### src/rtl/ecc_log_pkg.sv
package ecc_log_pkg;
  localparam int REG_W    = 64;
  localparam int IDX_W    = 11;
  localparam int WAY_W    = 7;
  localparam int CNT_W    = 16;
  localparam int SB_POS   = 0;
  localparam int DB_POS   = 1;
  localparam int WAY_LO   = 2;
  localparam int HALF_POS = WAY_LO + WAY_W;
  localparam int CNT_LO   = 16;
  localparam int IDX_LO   = 32;

  typedef enum logic [1:0] {
    EV_NONE   = 2'd0,
    EV_SINGLE = 2'd1,
    EV_DOUBLE = 2'd2
  } ev_kind_e;

  typedef struct packed {
    logic [IDX_W-1:0] idx;
    logic [CNT_W-1:0] cnt;
    logic             half;
    logic [WAY_W-1:0] way;
    logic             db;
    logic             sb;
  } log_fields_t;

  function automatic logic [REG_W-1:0] pack_fields(log_fields_t f);
    logic [REG_W-1:0] r;
    r = '0;
    r[SB_POS]                  = f.sb;
    r[DB_POS]                  = f.db;
    r[WAY_LO +: WAY_W]         = f.way;
    r[HALF_POS]                = f.half;
    r[CNT_LO +: CNT_W]         = f.cnt;
    r[IDX_LO +: IDX_W]         = f.idx;
    return r;
  endfunction

  function automatic log_fields_t unpack_fields(logic [REG_W-1:0] r);
    log_fields_t f;
    f.sb   = r[SB_POS];
    f.db   = r[DB_POS];
    f.way  = r[WAY_LO +: WAY_W];
    f.half = r[HALF_POS];
    f.cnt  = r[CNT_LO +: CNT_W];
    f.idx  = r[IDX_LO +: IDX_W];
    return f;
  endfunction
endpackage

### src/rtl/ecc_evt_classify.sv
module ecc_evt_classify
  import ecc_log_pkg::*;
(
  input  logic     valid,
  input  logic     single_err,
  input  logic     double_err,
  output ev_kind_e kind
);
  // A combined report is treated as fatal.
  always_comb begin
    if (!valid)          kind = EV_NONE;
    else if (double_err) kind = EV_DOUBLE;
    else if (single_err) kind = EV_SINGLE;
    else                 kind = EV_NONE;
  end
endmodule

### src/rtl/ecc_sat_counter.sv
module ecc_sat_counter #(
  parameter int W = 16
) (
  input  logic         clk,
  input  logic         rst_n,
  input  logic         load,
  input  logic [W-1:0] load_val,
  input  logic         inc,
  output logic [W-1:0] cnt
);
  localparam logic [W-1:0] MAX = '1;

  logic [W-1:0] base;
  logic [W-1:0] nxt;

  always_comb begin
    base = load ? load_val : cnt;
    nxt  = (inc && base != MAX) ? base + 1'b1 : base;
  end

  always_ff @(posedge clk or negedge rst_n) begin
    if (!rst_n) cnt <= '0;
    else        cnt <= nxt;
  end

  a_r5_count_step: assert property (@(posedge clk) disable iff (!rst_n)
    inc && !load && cnt != MAX |=> cnt == W'($past(cnt) + 1'b1));

  a_r6_count_saturate: assert property (@(posedge clk) disable iff (!rst_n)
    !load && cnt == MAX |=> cnt == MAX);

  a_r12_count_idle: assert property (@(posedge clk) disable iff (!rst_n)
    !load && !inc |=> $stable(cnt));
endmodule

### src/rtl/ecc_loc_capture.sv
module ecc_loc_capture
  import ecc_log_pkg::*;
#(
  parameter int IW = IDX_W,
  parameter int WW = WAY_W
) (
  input  logic          clk,
  input  logic          rst_n,
  input  logic          wr,
  input  logic          wr_sb,
  input  logic          wr_db,
  input  logic [IW-1:0] wr_idx,
  input  logic [WW-1:0] wr_way,
  input  logic          wr_half,
  input  ev_kind_e      kind,
  input  logic [IW-1:0] ev_idx,
  input  logic [WW-1:0] ev_way,
  input  logic          ev_half,
  output logic          sb,
  output logic          db,
  output logic [IW-1:0] idx,
  output logic [WW-1:0] way,
  output logic          half
);
  logic          b_sb, b_db, b_half;
  logic [IW-1:0] b_idx;
  logic [WW-1:0] b_way;
  logic          n_sb, n_db, n_half;
  logic [IW-1:0] n_idx;
  logic [WW-1:0] n_way;
  logic          take_loc;

  // Software write first, then the event on top of it.
  always_comb begin
    b_sb   = wr ? wr_sb   : sb;
    b_db   = wr ? wr_db   : db;
    b_idx  = wr ? wr_idx  : idx;
    b_way  = wr ? wr_way  : way;
    b_half = wr ? wr_half : half;

    take_loc = (kind != EV_NONE) && !b_db && (kind == EV_DOUBLE || !b_sb);

    n_sb   = b_sb | (kind == EV_SINGLE);
    n_db   = b_db | (kind == EV_DOUBLE);
    n_idx  = take_loc ? ev_idx  : b_idx;
    n_way  = take_loc ? ev_way  : b_way;
    n_half = take_loc ? ev_half : b_half;
  end

  always_ff @(posedge clk or negedge rst_n) begin
    if (!rst_n) begin
      sb   <= 1'b0;
      db   <= 1'b0;
      idx  <= '0;
      way  <= '0;
      half <= 1'b0;
    end else begin
      sb   <= n_sb;
      db   <= n_db;
      idx  <= n_idx;
      way  <= n_way;
      half <= n_half;
    end
  end

  a_r3_single_sticky: assert property (@(posedge clk) disable iff (!rst_n)
    sb && !wr |=> sb);

  a_r4_double_sticky: assert property (@(posedge clk) disable iff (!rst_n)
    db && !wr |=> db);

  a_r9_location_frozen: assert property (@(posedge clk) disable iff (!rst_n)
    db && !wr |=> $stable(idx) && $stable(way) && $stable(half));

  a_r8_fatal_replaces: assert property (@(posedge clk) disable iff (!rst_n)
    kind == EV_DOUBLE && !wr && !db |=> idx == $past(ev_idx) && way == $past(ev_way));

  a_r7_first_capture: assert property (@(posedge clk) disable iff (!rst_n)
    kind == EV_SINGLE && !wr && !db && !sb |=> idx == $past(ev_idx) && half == $past(ev_half));
endmodule

### src/rtl/ecc_err_logger.sv
module ecc_err_logger
  import ecc_log_pkg::*;
(
  input  logic             clk,
  input  logic             rst_n,
  input  logic             evt_valid,
  input  logic             evt_single,
  input  logic             evt_double,
  input  logic [IDX_W-1:0] evt_index,
  input  logic [WAY_W-1:0] evt_way,
  input  logic             evt_half,
  input  logic             csr_wr_en,
  input  logic [REG_W-1:0] csr_wdata,
  output logic [REG_W-1:0] csr_rdata
);
  log_fields_t wr_f;
  log_fields_t cur_f;
  ev_kind_e    kind;
  logic        unused_wbits;

  assign wr_f         = unpack_fields(csr_wdata);
  assign unused_wbits = ^{csr_wdata[REG_W-1:IDX_LO+IDX_W], csr_wdata[CNT_LO-1:HALF_POS+1]};

  ecc_evt_classify u_classify (
    .valid      (evt_valid),
    .single_err (evt_single),
    .double_err (evt_double),
    .kind       (kind)
  );

  ecc_sat_counter #(.W(CNT_W)) u_count (
    .clk      (clk),
    .rst_n    (rst_n),
    .load     (csr_wr_en),
    .load_val (wr_f.cnt),
    .inc      (kind != EV_NONE),
    .cnt      (cur_f.cnt)
  );

  ecc_loc_capture #(.IW(IDX_W), .WW(WAY_W)) u_loc (
    .clk     (clk),
    .rst_n   (rst_n),
    .wr      (csr_wr_en),
    .wr_sb   (wr_f.sb),
    .wr_db   (wr_f.db),
    .wr_idx  (wr_f.idx),
    .wr_way  (wr_f.way),
    .wr_half (wr_f.half),
    .kind    (kind),
    .ev_idx  (evt_index),
    .ev_way  (evt_way),
    .ev_half (evt_half),
    .sb      (cur_f.sb),
    .db      (cur_f.db),
    .idx     (cur_f.idx),
    .way     (cur_f.way),
    .half    (cur_f.half)
  );

  assign csr_rdata = pack_fields(cur_f);

  a_r12_idle_hold: assert property (@(posedge clk) disable iff (!rst_n)
    !csr_wr_en && kind == EV_NONE |=> $stable(csr_rdata));

  a_r10_write_loads: assert property (@(posedge clk) disable iff (!rst_n)
    csr_wr_en && kind == EV_NONE |=> csr_rdata[IDX_LO+IDX_W-1:0] == $past(csr_wdata[IDX_LO+IDX_W-1:0] & 43'h7FF_FFFF_03FF));
endmodule

### config.mk
export PLATFORM = sky130hd
export DESIGN_NAME = ecc_err_logger
export DESIGN_NICKNAME = d
export VERILOG_FILES = /design/src/rtl/ecc_log_pkg.sv /design/src/rtl/ecc_evt_classify.sv /design/src/rtl/ecc_sat_counter.sv /design/src/rtl/ecc_loc_capture.sv /design/src/rtl/ecc_err_logger.sv
export SDC_FILE = /design/constraint.sdc
export NUM_CORES = 1
export LEC_CHECK = 0
export ABC_AREA = 1
export CORE_ASPECT_RATIO = 0.6
export CORE_MARGIN = 1.5
export CORE_UTILIZATION = 40
export CTS_BUF_LIST = sky130_fd_sc_hd__clkbuf_2
export DETAILED_ROUTE_END_ITERATION = 6
export PLACE_DENSITY = 0.82
export SETUP_SLACK_MARGIN = 0.2
export SLEW_MARGIN = 20
export SYNTH_ARGS = -nofsm -noshare
export SYNTH_HDL_FRONTEND = slang
export SYNTH_HIERARCHICAL = 1
export SYNTH_SLANG_ARGS = --single-unit
### constraint.sdc
create_clock -name clk -period 2.9 [get_ports clk]
set_clock_uncertainty 0.1 [all_clocks]
set_input_delay 0.435 -clock clk [delete_from_list [all_inputs] [get_ports clk]]
set_output_delay 0.435 -clock clk [all_outputs]
set_load 0.02 [all_outputs]
Word-level counts from Yosys, hierarchy flattened. Cells that the tools add are included.

Reductions and logical operators: 8. Bitwise operators: 2. $add $sub $neg: 1. Muxes and demuxes: 13. Equal/unequal tests: 3.

Operator list (number): $mux W16 (2); $mux W11 (2); $add A16 B1 Y16 const B (1); $ne A16 B16 Y1 const B (1); $mux W7 (2); $mux W1 (5); $mux W2 (2); $reduce_bool A2 Y1 (2); $logic_and A1 B1 Y1 (3); $eq A2 B1 Y1 const B (1); $eq A2 B2 Y1 const B (1); $logic_not A1 Y1 (2); $or A1 B1 Y1 (2); $logic_or A1 B1 Y1 (1).

Logic and storage cells: 33. Bits of input ports: 89. Register bits: 37. Output and inout port bits: 64.

Longest topological paths before layout. Gate-level depths: netlist of run 1.

Word-level depth: 7. Mapped depth: 12. Gate-level depth less buffers: 11.

Hierarchy. Netlist of run 1, hierarchy kept.

Modules (own cells, without submodules): ecc_sat_counter (area an instance 1383.8 um2, seq. area each 400.4 um2, cells each 210, instances 1); ecc_loc_capture (area an instance 1219.9 um2, seq. area each 525.5 um2, cells each 181, instances 1); ecc_err_logger (area an instance 217.7 um2, seq. area each 0.0 um2, cells each 31, instances 1); ecc_evt_classify (area an instance 17.5 um2, seq. area each 0.0 um2, cells each 4, instances 1).

Least setup slack after synthesis of run 1. Ideal clock, no wire load.

Path kind: input to register. From: input csr_wr_en. To: register u_count.cnt[14]. Arrival time: 1.634 ns. Buffers on the path: 1. Setup slack: 1.050 ns. Cell stages on the path: 12. Library setup time: 0.117 ns. Required time: 2.683 ns. Path through: inv_2 buf_6 nand2_1 nand2_2 ha_1 nand3_4 nor2_4 nand2_1 nor2_1 nand2_1 nand2_1 nand2_1.

Word-level cells in the longest chain between the ends: 4. Elaborated cells between the ends (all ways): 5. Those cells by class: add/sub: 1; eq/ne: 1; mux: 2; reduce/logical: 1.

Ends and longest elaborated chain: from (decl) (RTL line ecc_err_logger.sv:12) `input logic csr_wr_en,`; $mux W16 * (RTL line ecc_sat_counter.sv:17) `base = load ? load_val : cnt;`; parallel branches: the longest is 2 deep, another holds $add A16 B1 Y16; $mux W16 * (RTL line ecc_sat_counter.sv:18) `nxt = (inc && base != MAX) ? base + 1'b1 : base;`; named net u_count.nxt[14] (RTL line ecc_sat_counter.sv:14) `logic [W-1:0] nxt;`; to (signal assigned) (RTL line ecc_sat_counter.sv:23) `else cnt <= nxt;`; to (decl) (RTL line ecc_sat_counter.sv:9) `output logic [W-1:0] cnt`.

Mark *: on every way through the listed nets, which the timed path passes. A chain may end at the register's enable or synchronous reset.

Worst setup path after layout of run 1. Ends and elaborated chain as after synthesis.

==> summary.md, run 1 <==
| Metric | Value |
|---|---|
| Sequence of cells on the critical path | `clkdlybuf4s50_1 -> inv_2 -> nand2_1 -> nand2_2 -> ha_1 -> nand3_4 -> nor2_4 -> nand2_1 -> nor2_1 -> nand2_1 -> nand2_1 -> nand2_1` |
| Worst path bufs/invs | `2` |
| FMAX | `460 MHz` |
| Setup TNS | `0 ns` |
| Number of synthesized register bits | `37` |
| DR WL/cell | `12.1 um` |
| Final Max Tran Viols | `0` |
| Comb pwr share | `0.423` |
| Psw | `563 uW` |
| CP max FO | `15` |
| Worst path depth | `12` |
| Die Footprint | `7630 um^2` |
| Clk Latency, worst-skew pair | `0.38 ns` |
| RD Place Congestion | `0.861` |
| Part of the power in registers | `0.416` |
| Crit path kind | `input pin to register` |
| Die W | `112 um` |
| IO Count | `153` |
| Main synth FF type | `dfrtp_1` |
| Initial antenna violation count | `0` |
| Yosys Warn Count | `6` |
| Outcome | `completed` |
| Avg Vias per Cell | `4.58` |
| PwrDens | `393 nW/um^2` |
| H-tree depth | `2` |
| Hold WC Path Type | `input pin to async pin` |
| Gr ovfl total | `0` |
| Data required, critical path | `3.09 ns` |
| Setup crit end kind | `register` |
| Crit-path leading delay family | `simple AND/OR/NAND/NOR gates` |
| Area post-placement | `3760 um^2` |
| Worst setup SP type | `input pin` |
| Area growth from synthesis to layout | `33.8%` |
| Pint | `929 uW` |
| DRT antenna net count | `0` |
| # rows | `23` |
| CTS clk-pin slew, worst paths | `0.20 ns` |
| Final setup viols | `0` |
| Tcrit/Tclk final | `0.750` |
| First-pass GRT wire length | `12.2 mm` |
| Sw frac | `0.377` |
| CTS Buffer Depth | `2` |
| Mapped Avg Cell Area | `6.66 um^2` |
| Post-route minimum period | `2.18 ns` |
| Clock power frac | `0.161` |
| Crit-path most repeated cell | `nand2_1` |
| Worst Path Arrival | `2.37 ns` |
| Cells after Synth | `426` |
| Num CTS Buffers | `5` |
| Via count | `2797` |
| Synth async-reset ratio | `1.00` |
| Final Cell Area | `3800 um^2` |
| Ant diodes | `0` |
| Die Span Y | `68.3 um` |
| RSZ-0062 raised after global routing | `false` |
| Final WL | `7.39 mm` |
| Initial Util | `0.420` |
| Setup Buffers After CTS | `0` |
| # hold bufs at CTS | `0` |
| Maximum capacitance violations | `0` |
| DRT iter0 DRCs | `175` |
| CTS Sinks | `37` |
| Post-synth EDFFs | `0` |
| Root buf cell | `clkbuf_2` |
| Number of global-route vias before repair | `2626` |
| Hpwl dp | `5.67 mm` |
| Slowest-stage cell, CP | `clkdlybuf4s50_1` |
| Sequential-to-total area share from yosys stat | `0.326` |
| Fillers | `648` |
| CTS tree | `done` |
| Buffers on Ports | `98` |
| Reg2Reg Depth | `10` |
| Fin nets | `613` |
| Worst slew pin tran | `0.836 ns` |
| Cell Area, Synth | `2840 um^2` |
| Post-CTS sizing | `0` |
| Largest net degree at the start of global routing | `39` |
| All-Layer GR Usage | `0.199` |
| Netlist cell types | `25` |
| Rel. slew slack | `0.443` |
| Pre-Repair DR Iteration Count | `4` |
| VDD IR max | `0.174 mV` |
| Hold Fails Final Rpt | `0` |
| # DRC | `0` |
| Total core area | `6760 um^2` |
| Largest stage delay, worst path | `0.47 ns` |
| Leakage | `1.96 nW` |
| Share of cells above drive strength 1 | `0.113` |
cells in the mapped netlist, drive strengths merged (3+ instances only):
| library cell | number | area [um^2] |
|---|---|---|
| nand3b | 3 | 22.5 |
| nor2 | 27 | 169 |
| nand2 | 209 | 855 |
| buf | 41 | 320 |
| dfrtp | 37 | 926 |
| nand4 | 3 | 18.8 |
| xor2 | 3 | 26.3 |
| o21ai | 4 | 20.0 |
| inv | 44 | 165 |
| nand3 | 50 | 280 |
metrics by stage:
stage                     std cells  hold WS (ns)   util  total power, mW  worst slack [ns]
after floorplan                 452        0.0394      -             1.01              1.05
after global placement          603         0.395  0.556             1.25             0.370
after detailed placement        603         0.394  0.556             1.26             0.333
after CTS                       611        0.0458  0.562             1.51             0.766
after global routing            611        0.0450  0.562             1.60             0.591
final                           611        0.0255  0.562             1.49             0.724
layout make-up:
type | count | area, um^2 | share of cell area
repair buffers | 106 | 1040 | 0.273
well taps | 87 | 109 | 0.0287
multi-input cells | 329 | 1520 | 0.401
clock buffers | 8 | 40.0 | 0.0105
flip-flops and latches | 37 | 926 | 0.244
inverters | 44 | 165 | 0.0435
cells in the final DEF (no fill, tap or decap):
| cell type | instances |
|---|---|
| dfrtp_1 | 37 |
| nand3_4 | 2 |
| inv_2 | 4 |
| nand2_1 | 189 |
| o21ai_0 | 4 |
| nand4_1 | 3 |
| nor2_2 | 9 |
| clkdlybuf4s50_1 | 97 |
| nand2_4 | 4 |
| nand3b_1 | 3 |
| inv_1 | 40 |
| ha_1 | 1 |
| o211ai_1 | 1 |
| nand2_2 | 16 |
| nand3_1 | 47 |
| a22o_1 | 1 |
| buf_4 | 8 |
| clkbuf_2 | 8 |
| nor2_4 | 6 |
| xor2_1 | 3 |
| buf_2 | 1 |
| conb_1 | 27 |
| nand3_2 | 1 |
| nor2_1 | 12 |
worst reg2reg max path: cells and delay by family, from the launching register on:
| family | cells | cell delay, ns |
|---|---|---|
| adders and majority gates | 1 | 0.26 |
| buffers and inverters | 1 | 0.05 |
| DFF | 1 | 0.42 |
| and+or+nand+nor | 8 | 0.90 |
state kept, by name, summed over array words and instances, names as in the netlist:
name,count
u_loc/db,1
u_loc/half,1
u_loc/sb,1
u_loc/idx,11
u_count/cnt,16
u_loc/way,7
logic make-up (layout without fill, tap and decap cells):
kind of cell,count (synthesis),after routing,synth area share
DFF,37,37,0.326
xor gates and xnor gates,3,3,0.00926
and+or+nand+nor,292,292,0.474
buffers and inverters,86,158,0.172
AOI/OAI and AO/OA,6,6,0.0128
other,1,27,0.00132
adders and majority gates,1,1,0.00441
power by group through the flow:
stage                     clock network, mW  registers, mW  logic, mW
final                                 0.240          0.621      0.631
after global routing                  0.277          0.632      0.687
after global placement                    0          0.630      0.617
after floorplan                           0          0.715      0.291
after CTS                             0.249          0.623      0.634
after detailed placement                  0          0.631      0.632
routing by layer:
metal / up-vias / track usage / wire (um)
met1: 1271 / 0.273 / 3630
met3: 2 / 0.0434 / 504
met2: 89 / 0.323 / 3220
li1: 1435 / - / -
met4: 0 / 0.0506 / 36
met5: - / 0 / 0
path summary, 6_finish.rpt:
| kind | startpoint | end | slack [ns] |
|---|---|---|---|
| setup reg to reg | u_count/cnt[1]$_DFF_PN0_ | u_count/cnt[0]$_DFF_PN0_ | 1.15 |
| max in group asynchronous | rst_n | u_loc/idx[2]$_DFFE_PN0P_ | 2.13 |
| hold / removal | rst_n | u_count/cnt[7]$_DFF_PN0_ | 0.03 |
| setup / recovery | csr_wr_en | u_count/cnt[14]$_DFF_PN0_ | 0.72 |
| min in group clk | u_loc/idx[8]$_DFFE_PN0P_ | u_loc/idx[8]$_DFFE_PN0P_ | 0.43 |
| hold reg to reg | u_loc/idx[8]$_DFFE_PN0P_ | u_loc/idx[8]$_DFFE_PN0P_ | 0.43 |
No activity file was read; power rests on OpenSTA's default activity.
==> run 2, diff against run 1 <==
clock period = 2.03 ns   (was 2.9 ns; I/O delays follow)
==> summary.md, run 2 (same netlist as run 1, synthesis figures left out) <==
| Metric | Value |
|---|---|
| Outcome | `completed` |
| All-Layer GR Usage | `0.214 (+0.0148)` |
| Most common library cell in the layout ignoring fill and taps | `nand2_1` |
| Initial Util | `0.420 (unchanged)` |
| Tcrit/Tclk final | `0.896` |
| Initial antenna violation count | `0 (unchanged)` |
| Largest reg by FF count | `u_count/cnt` |
| DP Cell Count | `630 (+4.5%)` |
| # DRC | `0 (unchanged)` |
| Final Max Tran Viols | `0 (unchanged)` |
| Clk Latency, worst-skew pair | `0.42 ns (+0.04 ns)` |
| DRT iter0 DRCs | `174 (-0.57%)` |
| Hpwl dp | `6.17 mm (+8.8%)` |
| CTS Sinks | `37 (unchanged)` |
| Worst Path Arrival | `2.03 ns (-0.34 ns)` |
| Hold Fails Final Rpt | `0 (unchanged)` |
| Share of cells above drive strength 1 | `0.205 (+0.0920)` |
| Die W | `112 um (unchanged)` |
| Avg Vias per Cell | `4.66 (+1.8%)` |
| Root buf cell | `clkbuf_2` |
| RD Place Congestion | `0.872 (+1.3%)` |
| Buffers on Ports | `98 (unchanged)` |
| FMAX | `550 MHz` |
| First-pass GRT wire length | `12.9 mm (+6.3%)` |
| Number of global-route vias before repair | `2812 (+7.1%)` |
| DRT antenna net count | `0 (unchanged)` |
| Area growth from synthesis to layout | `51.0%` |
| Non-Filler Instances | `649 (+6.2%)` |
| CTS Buffer Depth | `2 (unchanged)` |
| PwrDens | `515 nW/um^2 (+31%)` |
| Setup crit end kind | `register` |
| Fillers | `601 (-7.3%)` |
| CP max FO | `8 (-7)` |
| IO Count | `153 (unchanged)` |
| VDD IR max | `0.292 mV (+68%)` |
| Total core area | `6760 um^2 (unchanged)` |
| Ant diodes | `0 (unchanged)` |
| Num CTS Buffers | `5 (unchanged)` |
| CTS tree | `done` |
| Pre-Repair DR Iteration Count | `5 (+1)` |
| Leading cell types in the layout, fill and taps excluded | `nand2_1 (174), clkdlybuf4s50_1 (60), nand3_1 (47)` |
| Max reg flops | `16 (unchanged)` |
| Via count | `3024 (+8.1%)` |
| Hold WC Path Type | `input pin to async pin` |
| R2R setup slack | `0.46 ns (-0.69 ns)` |
| Largest net degree at the start of global routing | `39 (unchanged)` |
| Final setup viols | `0 (unchanged)` |
| RSZ-0062 raised after global routing | `false` |
| Die Span Y | `68.3 um (unchanged)` |
| # rows | `23 (unchanged)` |
| Crit path kind | `input pin to register` |
| Gr ovfl total | `0 (unchanged)` |
| CTS clk-pin slew, worst paths | `0.22 ns (+0.02 ns)` |
| H-tree depth | `2 (unchanged)` |
| Worst setup SP type | `input pin` |
| Biggest registers after layout | `u_count/cnt x16, u_loc/idx x11, u_loc/way x7` |
| Leakage | `2.40 nW (+22%)` |
| DR WL/cell | `12.9 um (+6.8%)` |
| Final WL | `8.38 mm (+13%)` |
| Fin nets | `651 (+6.2%)` |
| Maximum capacitance violations | `0 (unchanged)` |
| Tot Pwr | `2.21 mW (+48%)` |
| Die Footprint | `7630 um^2 (unchanged)` |
| Post-route minimum period | `1.82 ns` |
| Data required, critical path | `2.24 ns (-0.85 ns)` |
## run 2: where the power goes
part / internal, mW / switching (mW)
clock: 0.0864 / 0.261
combinational: 0.426 / 0.548
sequential: 0.834 / 0.0531
## run 2: stage by stage
stage,hold slack (ns),setup slack [ns],utilization,TNS [ns],area [um^2]
after floorplan,-0.0911,0.310,-,0,2940
after global placement,0.279,-0.229,0.595,-3.98,4020
after detailed placement,0.294,-0.286,0.595,-5.09,4020
after CTS,0.342,0.202,0.599,0,4050
after global routing,0.350,0.148,0.634,0,4290
final,0.344,0.211,0.634,0,4290
## run 2: critical path, stage by stage
cell and delay [ns]:
clkdlybuf4s50_1 0.47, buf_6 0.16, buf_12 0.13, nand2_1 0.08
nand2_1 0.13, nand2_2 0.09, nor2_4 0.17, nand2_4 0.08
nor2_4 0.19, nor2_4 0.09, nand2_1 0.07, nand2_1 0.05
## run 2: final cells by class
class	count	area (um^2)	area share
repair buffers	143	1420	0.331
clock inverters	2	10.0	0.00233
multi-input cells	330	1620	0.378
inverters	44	173	0.0403
well taps	87	109	0.0254
clock buffers	6	30.0	0.00700
flip-flops and latches	37	926	0.216
## run 2: worst paths after layout
| path | startpoint | to | cells after the start |
|---|---|---|---|
| setup reg to reg | u_count/cnt[11]$_DFF_PN0_ | u_count/cnt[1]$_DFF_PN0_ | 9 |
| min in group clk | csr_wdata[34] | u_loc/idx[2]$_DFFE_PN0P_ | 5 |
| max in group asynchronous | rst_n | u_loc/idx[6]$_DFFE_PN0P_ | 3 |
| setup / recovery | csr_wr_en | u_count/cnt[1]$_DFF_PN0_ | 12 |
| hold / removal | rst_n | u_count/cnt[5]$_DFF_PN0_ | 3 |
| hold reg to reg | u_loc/idx[0]$_DFFE_PN0P_ | u_loc/idx[0]$_DFFE_PN0P_ | 2 |
## run 2: what timing repair did
item	CTS	global route
resized for setup	24	46
buffers inserted	0	8
hold buffers	1	0
endpoints found under the setup margin	29	29
hold endpoints to repair	37	0
cloned	0	2
pin swaps	0	16
## run 2: routing by layer
metal / global-route usage / part of all wire / vias to the layer above
li1: - / - / 1520
met1: 0.275 / 0.44 / 1386
met2: 0.370 / 0.47 / 108
met3: 0.0452 / 0.074 / 10
met4: 0.0649 / 0.011 / 0
met5: 0 / 0 / -
==> run 3, diff against run 2 <==
PLACE_DENSITY = 0.81   (was 0.82)
==> summary.md, run 3 (same netlist as run 1, synthesis figures left out) <==
| Metric | Value |
|---|---|
| CTS tree | `done` |
| Clock power frac | `0.152 (-0.005)` |
| Root buf cell | `clkbuf_2` |
| Worst setup SP type | `input pin` |
| Worst hold slack | `0.406 ns (+0.0620 ns)` |
| Area post-placement | `3960 um^2 (-1.7%)` |
| DRT antenna net count | `0 (unchanged)` |
| Clk Latency, worst-skew pair | `0.37 ns (-0.05 ns)` |
| DP Cell Count | `626 (-0.63%)` |
| Hold Fails Final Rpt | `0 (unchanged)` |
| Max reg flops | `16 (unchanged)` |
| Pint | `1.33 mW (-1.1%)` |
| Initial Util | `0.420 (unchanged)` |
| Final Cell Area | `4100 um^2 (-4.3%)` |
| # rows | `23 (unchanged)` |
| Tcrit/Tclk final | `0.834 (-0.0624)` |
| CP max FO | `15 (+7)` |
| Number of global-route vias before repair | `2784 (-1.0%)` |
| Share of cells above drive strength 1 | `0.149 (-0.0553)` |
| Avg Vias per Cell | `4.57 (-1.9%)` |
| Worst Path Arrival | `1.89 ns (-0.14 ns)` |
| Data required, critical path | `2.23 ns (about the same)` |
| Total core area | `6760 um^2 (unchanged)` |
| IO Count | `153 (unchanged)` |
| Fillers | `632 (+5.2%)` |
| H-tree depth | `2 (unchanged)` |
| Post-route minimum period | `1.69 ns (-0.127 ns)` |
| Crit path kind | `input pin to register` |
| PwrDens | `527 nW/um^2 (+2.3%)` |
| Fin nets | `638 (-2.0%)` |
| RSZ-0062 raised after global routing | `false` |
| Most common library cell in the layout ignoring fill and taps | `nand2_1` |
| Pre-Repair DR Iteration Count | `4 (-1)` |
| Leakage | `2.45 nW (+2.0%)` |
| Comb pwr share | `0.437 (-0.004)` |
| Buffers on Ports | `98 (unchanged)` |
| Psw | `830 uW (-3.8%)` |
| FMAX | `591 MHz (+7.5%)` |
| Final WL | `7.88 mm (-5.9%)` |
| Area growth from synthesis to layout | `44.5%` |
| First-pass GRT wire length | `12.7 mm (-2.1%)` |
| Largest reg by FF count | `u_count/cnt` |
| VDD IR max | `0.300 mV (+2.7%)` |
| Final Max Tran Viols | `0 (unchanged)` |
| Sw frac | `0.384 (-0.00634)` |
| Part of the power in registers | `0.411 (+0.010)` |
| Maximum capacitance violations | `0 (unchanged)` |
| Non-Filler Instances | `636 (-2.0%)` |
| Outcome | `completed` |
| CTS Buffer Depth | `2 (unchanged)` |
| Biggest registers after layout | `u_count/cnt x16, u_loc/idx x11, u_loc/way x7` |
| Ant diodes | `0 (unchanged)` |
| Die W | `112 um (unchanged)` |
| Via count | `2906 (-3.9%)` |
| Largest net degree at the start of global routing | `39 (unchanged)` |
| Die Span Y | `68.3 um (unchanged)` |
| Setup crit end kind | `register` |
| # DRC | `0 (unchanged)` |
| Die Footprint | `7630 um^2 (unchanged)` |
| Initial antenna violation count | `0 (unchanged)` |
| DRT iter0 DRCs | `162 (-6.9%)` |
| Hpwl dp | `6.00 mm (-2.9%)` |
| RD Place Congestion | `0.891 (+2.2%)` |
| Num CTS Buffers | `5 (unchanged)` |
| CTS clk-pin slew, worst paths | `0.21 ns (about the same)` |
| DR WL/cell | `12.4 um (-4.0%)` |
| All-Layer GR Usage | `0.205 (-0.00869)` |
| Gr ovfl total | `0 (unchanged)` |
| Leading cell types in the layout, fill and taps excluded | `nand2_1 (189), clkdlybuf4s50_1 (59), nand3_1 (47)` |
| Hold WC Path Type | `input pin to async pin` |
| CTS Sinks | `37 (unchanged)` |
| Final setup viols | `0 (unchanged)` |
## run 3: repair_timing
action,CTS,global route
endpoints found under the hold margin,37,0
resized for setup,6,35
buffers inserted,1,0
setup endpoints to repair,15,36
hold buffers,1,0
## run 3: layout make-up
class / instances / area [um^2] / share of cell area
flip-flops and latches: 37 / 926 / 0.226
well taps: 87 / 109 / 0.0265
repair buffers: 131 / 1340 / 0.326
clock buffers: 5 / 25.0 / 0.00610
clock inverters: 3 / 12.5 / 0.00305
inverters: 44 / 165 / 0.0403
multi-input cells: 329 / 1530 / 0.373
## run 3: metal layers
metal,wire (um),global-route usage
met2,3520,0.335
met4,57,0.0506
met1,3730,0.281
met5,0,0
met3,574,0.0443
## run 3: critical path, cell delays in order
cell	delay (ns)
dlygate4sd2_1	0.30
inv_2	0.13
buf_12	0.14
nand2_1	0.06
nand2_1	0.15
nand2_1	0.11
nor2_4	0.17
nand2_2	0.10
nor2_4	0.18
nor2_4	0.09
nand2_1	0.08
nand2_1	0.05
## run 3: power by group through the flow
stage / clock [mW] / sequential [mW] / combinational [mW]
after floorplan: 0 / 1.02 / 0.416
after global placement: 0 / 0.903 / 0.939
after detailed placement: 0 / 0.904 / 0.959
after CTS: 0.344 / 0.893 / 0.962
after global routing: 0.387 / 0.902 / 1.03
final: 0.328 / 0.888 / 0.944
## run 3: per-stage QoR
stage           util  setup WS (ns)  total power [mW]  setup TNS, ns
4_1_cts        0.594          0.200              2.20              0
3_5_place_dp   0.585         -0.366              1.86          -5.31
3_3_place_gp   0.585         -0.327              1.84          -4.69
2_1_floorplan      -          0.310              1.44              0
6_report       0.606          0.337              2.16              0
5_1_grt        0.606          0.221              2.32              0
## run 3: final timing paths
kind | startpoint | endpoint | slack, ns | cells after the start
max in group asynchronous | rst_n | u_loc/way[1]$_DFFE_PN0P_ | 1.07 | 3
worst max register to register | u_count/cnt[1]$_DFF_PN0_ | u_count/cnt[14]$_DFF_PN0_ | 0.37 | 10
min in group clk | u_loc/way[4]$_DFFE_PN0P_ | u_loc/way[4]$_DFFE_PN0P_ | 0.43 | 2
worst min register to register | u_loc/way[4]$_DFFE_PN0P_ | u_loc/way[4]$_DFFE_PN0P_ | 0.43 | 2
worst min-delay path | rst_n | u_count/cnt[2]$_DFF_PN0_ | 0.41 | 3
worst max-delay path | csr_wr_en | u_count/cnt[7]$_DFF_PN0_ | 0.34 | 12
